**config.mk**
```make
export PLATFORM = sky130hd
export DESIGN_NAME = evt_counter_bank
export DESIGN_NICKNAME = d
export VERILOG_FILES = /design/src/rtl/ecb_pkg.sv /design/src/rtl/ecb_datapath.sv /design/src/rtl/ecb_ctrl.sv /design/src/rtl/evt_counter_bank.sv
export SDC_FILE = /design/constraint.sdc
export NUM_CORES = 2
export LEC_CHECK = 0
export ABC_AREA = 1
export BUFFER_PORTS_ARGS = -buffer_cell sky130_fd_sc_hd__buf_2
export CAP_MARGIN = 20
export CELL_PAD_IN_SITES_DETAIL_PLACEMENT = 1
export CELL_PAD_IN_SITES_GLOBAL_PLACEMENT = 1
export CORE_UTILIZATION = 45
export CTS_CLUSTER_SIZE = 30
export DETAILED_ROUTE_END_ITERATION = 12
export GPL_ROUTABILITY_DRIVEN = 0
export MAX_ROUTING_LAYER = met4
export PLACE_DENSITY = 0.83
export SETUP_SLACK_MARGIN = 0.4
export SLEW_MARGIN = 20
export SYNTH_ARGS = -nofsm -noshare
export SYNTH_HDL_FRONTEND = slang
export SYNTH_SLANG_ARGS = --single-unit
```
**constraint.sdc**
```tcl
create_clock -name clk -period 6.6 [get_ports clk]
set_input_delay 0.66 -clock clk [delete_from_list [all_inputs] [get_ports clk]]
set_output_delay 0.66 -clock clk [all_outputs]
set_load 0.02 [all_outputs]
```
**src/rtl/ecb_pkg.sv**
```systemverilog
package ecb_pkg;
  localparam int ADDR_W = 5;
  localparam int REG_W = 64;
  localparam int MAX_CNT = 16;
  localparam int GLOBAL_FIX_BASE = 32;

  localparam logic [ADDR_W-1:0] ADDR_SEL_BASE = 5'd16;
  localparam logic [ADDR_W-1:0] ADDR_FIXCTL = 5'd28;
  localparam logic [ADDR_W-1:0] ADDR_GEN = 5'd29;
  localparam logic [ADDR_W-1:0] ADDR_STAT = 5'd30;
  localparam logic [ADDR_W-1:0] ADDR_CLR = 5'd31;

  // selection register field positions
  localparam int SEL_USR = 16;
  localparam int SEL_OS = 17;
  localparam int SEL_EDGE = 18;
  localparam int SEL_INT = 20;
  localparam int SEL_EN = 22;
  localparam int SEL_INV = 23;
  localparam int SEL_THR_LSB = 24;

  // fixed control field positions inside each 4-bit field
  localparam int FIX_OS = 0;
  localparam int FIX_USR = 1;
  localparam int FIX_INT = 3;

  typedef struct packed {
    logic [MAX_CNT-1:0] cntWr;
    logic [REG_W-1:0] wrData;
  } ecbStrobe_t;
endpackage

```
**src/rtl/ecb_datapath.sv**
```systemverilog
module ecb_datapath
  import ecb_pkg::*;
#(
  parameter int NUM_GP = 4,
  parameter int NUM_FIX = 3,
  parameter int NUM_EVT = 8,
  parameter int INC_W = 4,
  parameter int CNT_W = 48
) (
  input  logic clk,
  input  logic rstN,
  input  ecbStrobe_t strobe,
  input  logic privUser,
  input  logic [NUM_EVT-1:0][INC_W-1:0] evtCount,
  input  logic [NUM_FIX-1:0][INC_W-1:0] fixCount,
  input  logic [NUM_GP-1:0][31:0] evtSel,
  input  logic [4*NUM_FIX-1:0] fixCtrl,
  input  logic [REG_W-1:0] globalEn,
  output logic [NUM_GP+NUM_FIX-1:0][CNT_W-1:0] counters,
  output logic [NUM_GP+NUM_FIX-1:0] ovfVec
);
  localparam int NUM_CNT = NUM_GP + NUM_FIX;
  localparam int SEL_IDX_W = (NUM_EVT > 1) ? $clog2(NUM_EVT) : 1;
  localparam int CMP_W = (INC_W > 8) ? INC_W : 8;

  logic [NUM_CNT-1:0] cntActive;
  logic [NUM_CNT-1:0][INC_W-1:0] cntAmount;
  logic [NUM_GP-1:0] condNow;
  logic [NUM_GP-1:0] prevCond;
  logic unusedBits;

  assign unusedBits = ^{strobe, evtSel, fixCtrl, globalEn};

  // general counters: event pick, filters, threshold modes
  for (genvar g = 0; g < NUM_GP; g++) begin : gGp
    logic [SEL_IDX_W-1:0] evIdx;
    logic [INC_W-1:0] rawCount;
    logic [7:0] thresh;
    logic privOk;

    assign evIdx = evtSel[g][SEL_IDX_W-1:0];
    assign rawCount = evtCount[evIdx];
    assign thresh = evtSel[g][SEL_THR_LSB +: 8];
    assign privOk = privUser ? evtSel[g][SEL_USR] : evtSel[g][SEL_OS];
    assign condNow[g] = (CMP_W'(rawCount) >= CMP_W'(thresh)) ^ evtSel[g][SEL_INV];
    assign cntActive[g] = evtSel[g][SEL_EN] & globalEn[g] & privOk;

    always_comb begin
      if (thresh == 8'd0) begin
        cntAmount[g] = rawCount;
      end else if (evtSel[g][SEL_EDGE]) begin
        cntAmount[g] = INC_W'(condNow[g] & ~prevCond[g]);
      end else begin
        cntAmount[g] = INC_W'(condNow[g]);
      end
    end
  end

  always_ff @(posedge clk) begin
    if (!rstN) begin
      prevCond <= '0;
    end else begin
      prevCond <= condNow;
    end
  end

  // fixed counters: dedicated lane, 4-bit field filter
  for (genvar f = 0; f < NUM_FIX; f++) begin : gFix
    logic [3:0] field;
    logic privOk;

    assign field = fixCtrl[4*f +: 4];
    assign privOk = privUser ? field[FIX_USR] : field[FIX_OS];
    assign cntActive[NUM_GP+f] = globalEn[GLOBAL_FIX_BASE+f] & privOk;
    assign cntAmount[NUM_GP+f] = fixCount[f];
  end

  // counter registers with write-over-increment priority
  for (genvar c = 0; c < NUM_CNT; c++) begin : gCnt
    logic [CNT_W:0] sum;

    assign sum = {1'b0, counters[c]} + (CNT_W+1)'(cntAmount[c]);
    assign ovfVec[c] = cntActive[c] & ~strobe.cntWr[c] & sum[CNT_W];

    always_ff @(posedge clk) begin
      if (!rstN) begin
        counters[c] <= '0;
      end else if (strobe.cntWr[c]) begin
        counters[c] <= strobe.wrData[CNT_W-1:0];
      end else if (cntActive[c]) begin
        counters[c] <= sum[CNT_W-1:0];
      end
    end
  end
endmodule

```
**src/rtl/ecb_ctrl.sv**
```systemverilog
module ecb_ctrl
  import ecb_pkg::*;
#(
  parameter int NUM_GP = 4,
  parameter int NUM_FIX = 3,
  parameter int CNT_W = 48
) (
  input  logic clk,
  input  logic rstN,
  input  logic regWrEn,
  input  logic [ADDR_W-1:0] regAddr,
  input  logic [REG_W-1:0] regWrData,
  input  logic [NUM_GP+NUM_FIX-1:0][CNT_W-1:0] counters,
  input  logic [NUM_GP+NUM_FIX-1:0] ovfVec,
  output ecbStrobe_t strobe,
  output logic [NUM_GP-1:0][31:0] evtSel,
  output logic [4*NUM_FIX-1:0] fixCtrl,
  output logic [REG_W-1:0] globalEn,
  output logic [REG_W-1:0] statusReg,
  output logic [REG_W-1:0] regRdData,
  output logic irq
);
  localparam int NUM_CNT = NUM_GP + NUM_FIX;

  function automatic logic [REG_W-1:0] implMask();
    logic [REG_W-1:0] m;
    m = '0;
    for (int i = 0; i < NUM_GP; i++) m[i] = 1'b1;
    for (int i = 0; i < NUM_FIX; i++) m[GLOBAL_FIX_BASE+i] = 1'b1;
    return m;
  endfunction

  localparam logic [REG_W-1:0] IMPL_MASK = implMask();

  logic [REG_W-1:0] ovfPos;
  logic [REG_W-1:0] intMask;
  logic [REG_W-1:0] clrMask;
  logic wrSel, wrFix, wrGen, wrClr;

  assign wrFix = regWrEn && (regAddr == ADDR_FIXCTL);
  assign wrGen = regWrEn && (regAddr == ADDR_GEN);
  assign wrClr = regWrEn && (regAddr == ADDR_CLR);
  assign wrSel = regWrEn && (regAddr >= ADDR_SEL_BASE)
                 && (regAddr < ADDR_SEL_BASE + ADDR_W'(NUM_GP));
  assign clrMask = wrClr ? regWrData : '0;

  // strobes toward the datapath
  always_comb begin
    strobe.cntWr = '0;
    strobe.wrData = regWrData;
    for (int c = 0; c < NUM_CNT; c++) begin
      strobe.cntWr[c] = regWrEn && (regAddr == ADDR_W'(c));
    end
  end

  // map counter index to global bit position
  always_comb begin
    ovfPos = '0;
    intMask = '0;
    for (int g = 0; g < NUM_GP; g++) begin
      ovfPos[g] = ovfVec[g];
      intMask[g] = evtSel[g][SEL_INT];
    end
    for (int f = 0; f < NUM_FIX; f++) begin
      ovfPos[GLOBAL_FIX_BASE+f] = ovfVec[NUM_GP+f];
      intMask[GLOBAL_FIX_BASE+f] = fixCtrl[4*f+FIX_INT];
    end
  end

  always_ff @(posedge clk) begin
    if (!rstN) begin
      evtSel <= '0;
      fixCtrl <= '0;
      globalEn <= '0;
      statusReg <= '0;
    end else begin
      for (int g = 0; g < NUM_GP; g++) begin
        if (wrSel && (regAddr == ADDR_SEL_BASE + ADDR_W'(g))) begin
          evtSel[g] <= regWrData[31:0];
        end
      end
      if (wrFix) fixCtrl <= regWrData[4*NUM_FIX-1:0];
      if (wrGen) globalEn <= regWrData & IMPL_MASK;
      statusReg <= ((statusReg & ~clrMask) | ovfPos) & IMPL_MASK;
    end
  end

  assign irq = |(statusReg & intMask);

  // combinational read mux
  always_comb begin
    regRdData = '0;
    for (int c = 0; c < NUM_CNT; c++) begin
      if (regAddr == ADDR_W'(c)) regRdData = REG_W'(counters[c]);
    end
    for (int g = 0; g < NUM_GP; g++) begin
      if (regAddr == ADDR_SEL_BASE + ADDR_W'(g)) regRdData = REG_W'(evtSel[g]);
    end
    if (regAddr == ADDR_FIXCTL) regRdData = REG_W'(fixCtrl);
    if (regAddr == ADDR_GEN) regRdData = globalEn;
    if (regAddr == ADDR_STAT) regRdData = statusReg;
  end
endmodule

```
**src/rtl/evt_counter_bank.sv**
```systemverilog
module evt_counter_bank
  import ecb_pkg::*;
#(
  parameter int NUM_GP = 4,
  parameter int NUM_FIX = 3,
  parameter int NUM_EVT = 8,
  parameter int INC_W = 4,
  parameter int CNT_W = 48
) (
  input  logic clk,
  input  logic rstN,
  input  logic privUser,
  input  logic [NUM_EVT-1:0][INC_W-1:0] evtCount,
  input  logic [NUM_FIX-1:0][INC_W-1:0] fixCount,
  input  logic regWrEn,
  input  logic [ADDR_W-1:0] regAddr,
  input  logic [REG_W-1:0] regWrData,
  output logic [REG_W-1:0] regRdData,
  output logic irq
);
  localparam int NUM_CNT = NUM_GP + NUM_FIX;

  ecbStrobe_t strobe;
  logic [NUM_GP-1:0][31:0] evtSel;
  logic [4*NUM_FIX-1:0] fixCtrl;
  logic [REG_W-1:0] globalEn;
  logic [REG_W-1:0] statusReg;
  logic [NUM_CNT-1:0][CNT_W-1:0] counters;
  logic [NUM_CNT-1:0] ovfVec;

  ecb_ctrl #(.NUM_GP(NUM_GP), .NUM_FIX(NUM_FIX), .CNT_W(CNT_W)) u_ctrl (
    .clk(clk), .rstN(rstN), .regWrEn(regWrEn), .regAddr(regAddr),
    .regWrData(regWrData), .counters(counters), .ovfVec(ovfVec),
    .strobe(strobe), .evtSel(evtSel), .fixCtrl(fixCtrl), .globalEn(globalEn),
    .statusReg(statusReg), .regRdData(regRdData), .irq(irq)
  );

  ecb_datapath #(
    .NUM_GP(NUM_GP), .NUM_FIX(NUM_FIX), .NUM_EVT(NUM_EVT),
    .INC_W(INC_W), .CNT_W(CNT_W)
  ) u_dp (
    .clk(clk), .rstN(rstN), .strobe(strobe), .privUser(privUser),
    .evtCount(evtCount), .fixCount(fixCount), .evtSel(evtSel),
    .fixCtrl(fixCtrl), .globalEn(globalEn), .counters(counters), .ovfVec(ovfVec)
  );
endmodule

```
### Yosys cells after proc, flatten, opt, wreduce, memory -nomap -nowiden

Cells that the tools add are included.

* register bits after elaboration: 494
* input port bits: 117
* output and inout port bits: 65
* logic and storage cells: 175

* add/sub/neg operators: 7
* magnitude comparators: 10
* eq/ne operators: 14
* multiplexer cells: 52
* bitwise operators: 48
* reduce and logical (&&, ||, !) cells: 29

Operator list (count)
* $mux 48: 28
* $add 48x4->49: 7
* $and 35x35->35: 2
* $reduce_or 64->1: 1
* $bmux 4 s3: 4
* $mux 4: 12
* $eq 5x5->1 const B: 8
* $mux 35: 1
* $not 35->35: 1
* $or 35x35->35: 1
* $ge 4x8->1: 4
* $logic_not 8->1: 4
* $and 1x1->1: 25
* $and 1x4->4: 4
* $logic_and 1x1->1: 16
* $lt 3x4->1 const B: 4
* $not 1->4: 4
* $eq 5x3->1 const B: 3
* $reduce_bool 2->1: 7
* $eq 5x2->1 const B: 2
* $mux 1: 7
* $not 1->1: 7
* $eq 5x1->1 const B: 1
* $ge 5x5->1 const B: 1
* 3 further kinds: 6

### Logic depth before layout (Yosys ltp)

* word-level depth: 15
* mapped depth: 27
* mapped depth without buffers: 26

### Modules after synthesis

A second synthesis with hierarchy kept.

* cell total of the unflattened synthesis: 6541
* area total of the unflattened synthesis: 38067.8 um^2

By module, submodules not included
* ecb_datapath: times used 1, cells each 4775, area an instance 27246.1 um^2, seq. area each 6806.5 um^2
* ecb_ctrl: times used 1, cells each 1766, area an instance 10821.6 um^2, seq. area each 3083.0 um^2

### Worst setup path before layout

Ideal clock, no wire load.

* path type: register to register
* from: register u_ctrl.evtSel[32] (netlist name)
* to: register u_dp.counters[90] (netlist name)
* arrival: 3952 ps
* required time: 6472 ps
* path slack: 2520 ps
* stages on the path, launching flop included: 27
* buffers on the path: 2
* period minus slack after synthesis: 4080 ps
* cells stage by stage: dfxtp_1 > clkbuf_1 > clkbuf_1 > nand2_1 > o211ai_1 > nand3_1 > nand2_1 > inv_1 > ha_1 > a21oi_1 > o21ai_0 > o21ai_0 > xor2_1 > o22ai_1 > ha_1 > inv_1 > fa_1 > inv_1 > nand2_1 > o21ai_1 > inv_1 > nor2_1 > nand2_1 > nor2_1 > nand3_1 > a31oi_1 > nor2_1

* cells in the longest elaborated chain, start to end: 10

Ends and longest elaborated chain
* start, declared: RTL line ecb_ctrl.sv:16 `output logic [NUM_GP-1:0][31:0] evtSel,`
* start signal, assigned by index: RTL line ecb_ctrl.sv:79 `evtSel[g] <= regWrData[31:0];`
* $bmux 4 s3 (*): RTL line ecb_datapath.sv:42 `assign rawCount = evtCount[evIdx];`
* $mux 4 (implied by the code) (*): RTL line ecb_datapath.sv:42
* $ge 4x8->1: RTL line ecb_datapath.sv:45 `assign condNow[g] = (CMP_W'(rawCount) >= CMP_W'(thresh)) ^ evtSel[g][SEL_INV];`
* $xor 1x1->1: RTL line ecb_datapath.sv:45
* $and 1x4->4: RTL line ecb_datapath.sv:52 `cntAmount[g] = INC_W'(condNow[g] & ~prevCond[g]);`
* $mux 4: RTL line ecb_datapath.sv:51 `end else if (evtSel[g][SEL_EDGE]) begin`
* $mux 4 (*): RTL line ecb_datapath.sv:49 `if (thresh == 8'd0) begin`
* $add 48x4->49 (*): RTL line ecb_datapath.sv:82 `assign sum = {1'b0, counters[c]} + (CNT_W+1)'(cntAmount[c]);`
* $mux 48 (*): RTL line ecb_datapath.sv:90 `end else if (cntActive[c]) begin`
* $mux 48 (*): RTL line ecb_datapath.sv:88 `end else if (strobe.cntWr[c]) begin`
* end signal, assigned by index: RTL line ecb_datapath.sv:89 `counters[c] <= strobe.wrData[CNT_W-1:0];`
* end signal, assigned by index: RTL line ecb_datapath.sv:91 `counters[c] <= sum[CNT_W-1:0];`
* end, declared: RTL line ecb_datapath.sv:19 `output logic [NUM_GP+NUM_FIX-1:0][CNT_W-1:0] counters,`

Every way passes the cells marked *; elsewhere a longest branch is shown, timed or not. The select of a mux whose other input is x is not followed.
A chain may end at the register's enable or synchronous reset.

### Worst setup path after layout

Same ends and word-level chain as after synthesis.

==> impl_metrics.csv <==
group,metric,value,unit
setup_path,cp-end-kind,"flip-flop",
power_and_ir_drop,cellPowerDensity,196,mW/mm2
setup_path,r2r_cells,24,
clocking,hold_buffers,0,
cells_and_area,drive_above_1_share,6.40,%
power_and_ir_drop,ir_drop,0.217,mV
die,io_pins,182,
clocking,clockRootBuffer,"clkbuf_16",
cells_and_area,finalNonFillerCells,6904,
hold_path,hold_path.class,"primary input to flip-flop",
setup_path,crit_path_start_kind,"flip-flop",
timing,fin_crit_sh,88.2,%
setup_path,worstPathArrival,6.36,ns
clocking,cts_tree,"yes",
place,dp.cells,6762,
global_routing,grt_max_degree,109,
cells_and_area,multi_input_area,0.0216,mm2
timing,hold_viol,0,
clocking,clk_pin_slew_worst_paths,0.06,ns
clocking,cts_buffer_depth,3,
setup_path,cp_max_fo,14,
die,num_rows,101,
clocking,htreeDepth,2,
global_routing,grt_pass1_wl,282,mm
global_routing,antenna_found_initial,32,
cells_and_area,fin_nets,5962,
logic_synthesis,syn_area_per_cell,6.03,um2
die,die_y,281,um
timing,worstMarginPinSlew,1.26,ns
global_routing,grt-ovfl-total,0,
route,viasPerCell,6.41,
clocking,cts.repair.resized,0,
flow_run,max_cap_viol_count,0,
timing,period_needed,5.82,ns
clocking,clock_latency,0.70,ns
logic_synthesis,synthArstFlopShare,0,%
route,avgRoutedWirePerCell,28.3,um
route,wirelength,196,mm
route,vias,44300,
global_routing,grt_pass1_vias,41900,
cells_and_area,final_cell_mix,"1480 x nand2_1, 702 x nor2_1, 611 x inv_1",
power_and_ir_drop,leakage,0.0140,uW
timing,maxClockFrequency,172,MHz
clocking,post_cts_buffers,0,
route,drc,2,
hold_path,hold_depth,3,
timing,setup_viol,0,
die,start_util,45.8,%
logic_synthesis,syn_inst,5792,
status,violations,"DRC",
cells_and_area,n_fill_cell,10700,
logic_synthesis,ys.flop_type,"dfxtp_1",
clocking,numClockSinks,494,
logic_synthesis,synthDistinctLibCells,49,
cells_and_area,final_common_cell,"nand2_1",
logic_synthesis,synth_edf_count,0,
place,place_hpwl,143,mm
timing,finalClockSkew,0.0515,ns
clocking,numCtsBuffers,60,
route,ant_nets,0,
die,die_w,281,um
logic_synthesis,synth-seq-cells,494,
logic_synthesis,ys_warn_count,0,
logic_synthesis,synth_area,0.0349,mm2
status,status,"finished with violations",
global_routing,grt_util_all_layers,50.3,%
setup_path,worstSetupPathType,"flip-flop to flip-flop",
timing,finalMaxSlewViolations,0,
route,drtIter0Drc,6808,
setup_path,required,7.14,ns
route,first_pass_iters,12,
logic_synthesis,synth-seq-area-share,28.3,%
place,port-buffer-count,149,
timing,slew_headroom,16.0,%
die,die-area,0.0788,mm2
die,core,0.0763,mm2
timing,fin_tns_setup,0,ns
cells_and_area,seqCellArea,0.00989,mm2
cells_and_area,area_delta_synth_final,10.5,%
cells_and_area,final_core_util,50.6,%
timing,rsz0062_at_grt,"no",
metrics by stage:
step           hold WS [ns]  setup slack (ns)  total power [uW]  instance area [um2]
2_1_floorplan         0.425              2.52              3390                35000
3_3_place_gp          0.438              1.17              3680                36300
3_5_place_dp          0.448              1.10              3700                36300
4_1_cts               0.248              1.13              7470                38500
5_1_grt               0.279             0.422              7650                38600
6_report              0.252             0.779              7550                38600
metal layers:
metal  share of wire, %  vias to the layer above  track usage [%]
met3                 14                      936             16.5
met2                 40                     3065             67.7
met1                 36                    21100             59.5
met4                 11                        0             43.6
met5                  0                        -                -
li1                   -                    19200                -
synth_stat cells, types with 9 or more instances:
master	count	area share (%)
nor3_1	152	2.2
nor4_1	24	0.43
xor2_1	213	5.3
dfxtp_1	494	28
o221ai_1	9	0.23
buf_1	13	0.14
xnor2_1	21	0.53
nand2_1	1480	16
clkbuf_1	184	2.0
nand4_1	148	2.7
or2_2	30	0.54
a31oi_1	124	2.2
o22ai_1	164	2.9
inv_2	17	0.18
o31ai_1	12	0.26
nand3_1	268	3.8
ha_1	44	1.6
buf_4	17	0.37
inv_1	612	6.6
buf_2	58	0.83
o21ai_0	407	5.8
o211ai_1	32	0.69
nor2_1	711	7.6
a21oi_1	486	7.0
power breakdown:
group	total (uW)	switching [uW]	internal, uW
Sequential	3040	35.3	3010
Clock	3870	1570	2300
Combinational	639	513	125
kinds of logic (layout without fill, tap and decap cells):
logic type,Yosys count,after routing,synth area share (%)
buffers and inverters,907,942,10.2
AOI/OAI and AO/OA,1265,1265,19.8
and+or+nand+nor,2840,2840,33.8
adders and majority gates,51,51,1.98
DFF,494,494,28.3
xor gates and xnor gates,234,234,5.87
other,1,48,0.0107
path summary, 6_finish.rpt:
path                                                      from  slack, ns                               to
worst max register to register  u_ctrl.evtSel[32]$_SDFFE_PN0P_       0.78   u_dp.counters[90]$_SDFFE_PN0P_
worst max-delay path            u_ctrl.evtSel[32]$_SDFFE_PN0P_       0.78   u_dp.counters[90]$_SDFFE_PN0P_
worst min register to register  u_ctrl.evtSel[72]$_SDFFE_PN0P_       0.46   u_ctrl.evtSel[72]$_SDFFE_PN0P_
worst min-delay path                             regWrData[39]       0.25  u_dp.counters[279]$_SDFFE_PN0P_
state kept, by name, indices dropped and copies added, names as in the netlist:
register          count
u_ctrl.statusReg      7
u_dp.counters       336
u_ctrl.evtSel       128
u_dp.prevCond         4
u_ctrl.fixCtrl       12
u_ctrl.globalEn       7
layout make-up:
class                           instances  share of cell area (%)
Clock inverter                         27                    1.34
Inverter                              632                    6.16
Antenna cell                           32                   0.207
Timing Repair Buffer                  200                    2.99
Tap cell                             1030                    3.34
Multi-Input combinational cell       4406                    55.9
Clock buffer                           83                    4.47
Sequential cell                       494                    25.6
critical path, cell delays in order, from the launching register on:
cell,delay (ns)
dfxtp_1,0.59
inv_1,0.24
nor2_1,0.13
o21ai_0,0.09
o21ai_0,0.51
ha_1,0.25
inv_1,0.04
a21oi_1,0.14
o21ai_0,0.10
o21ai_0,0.23
xor2_1,0.13
o22ai_1,0.56
ha_1,0.36
inv_1,0.07
fa_1,0.40
inv_1,0.07
nand2_1,0.06
o21ai_1,0.36
inv_1,0.12
nor2_1,0.36
nand2_1,0.23
nor2_1,0.30
nand3_1,0.11
a31oi_1,0.17
nor2_1,0.05
(Power assumes the default switching activity.)
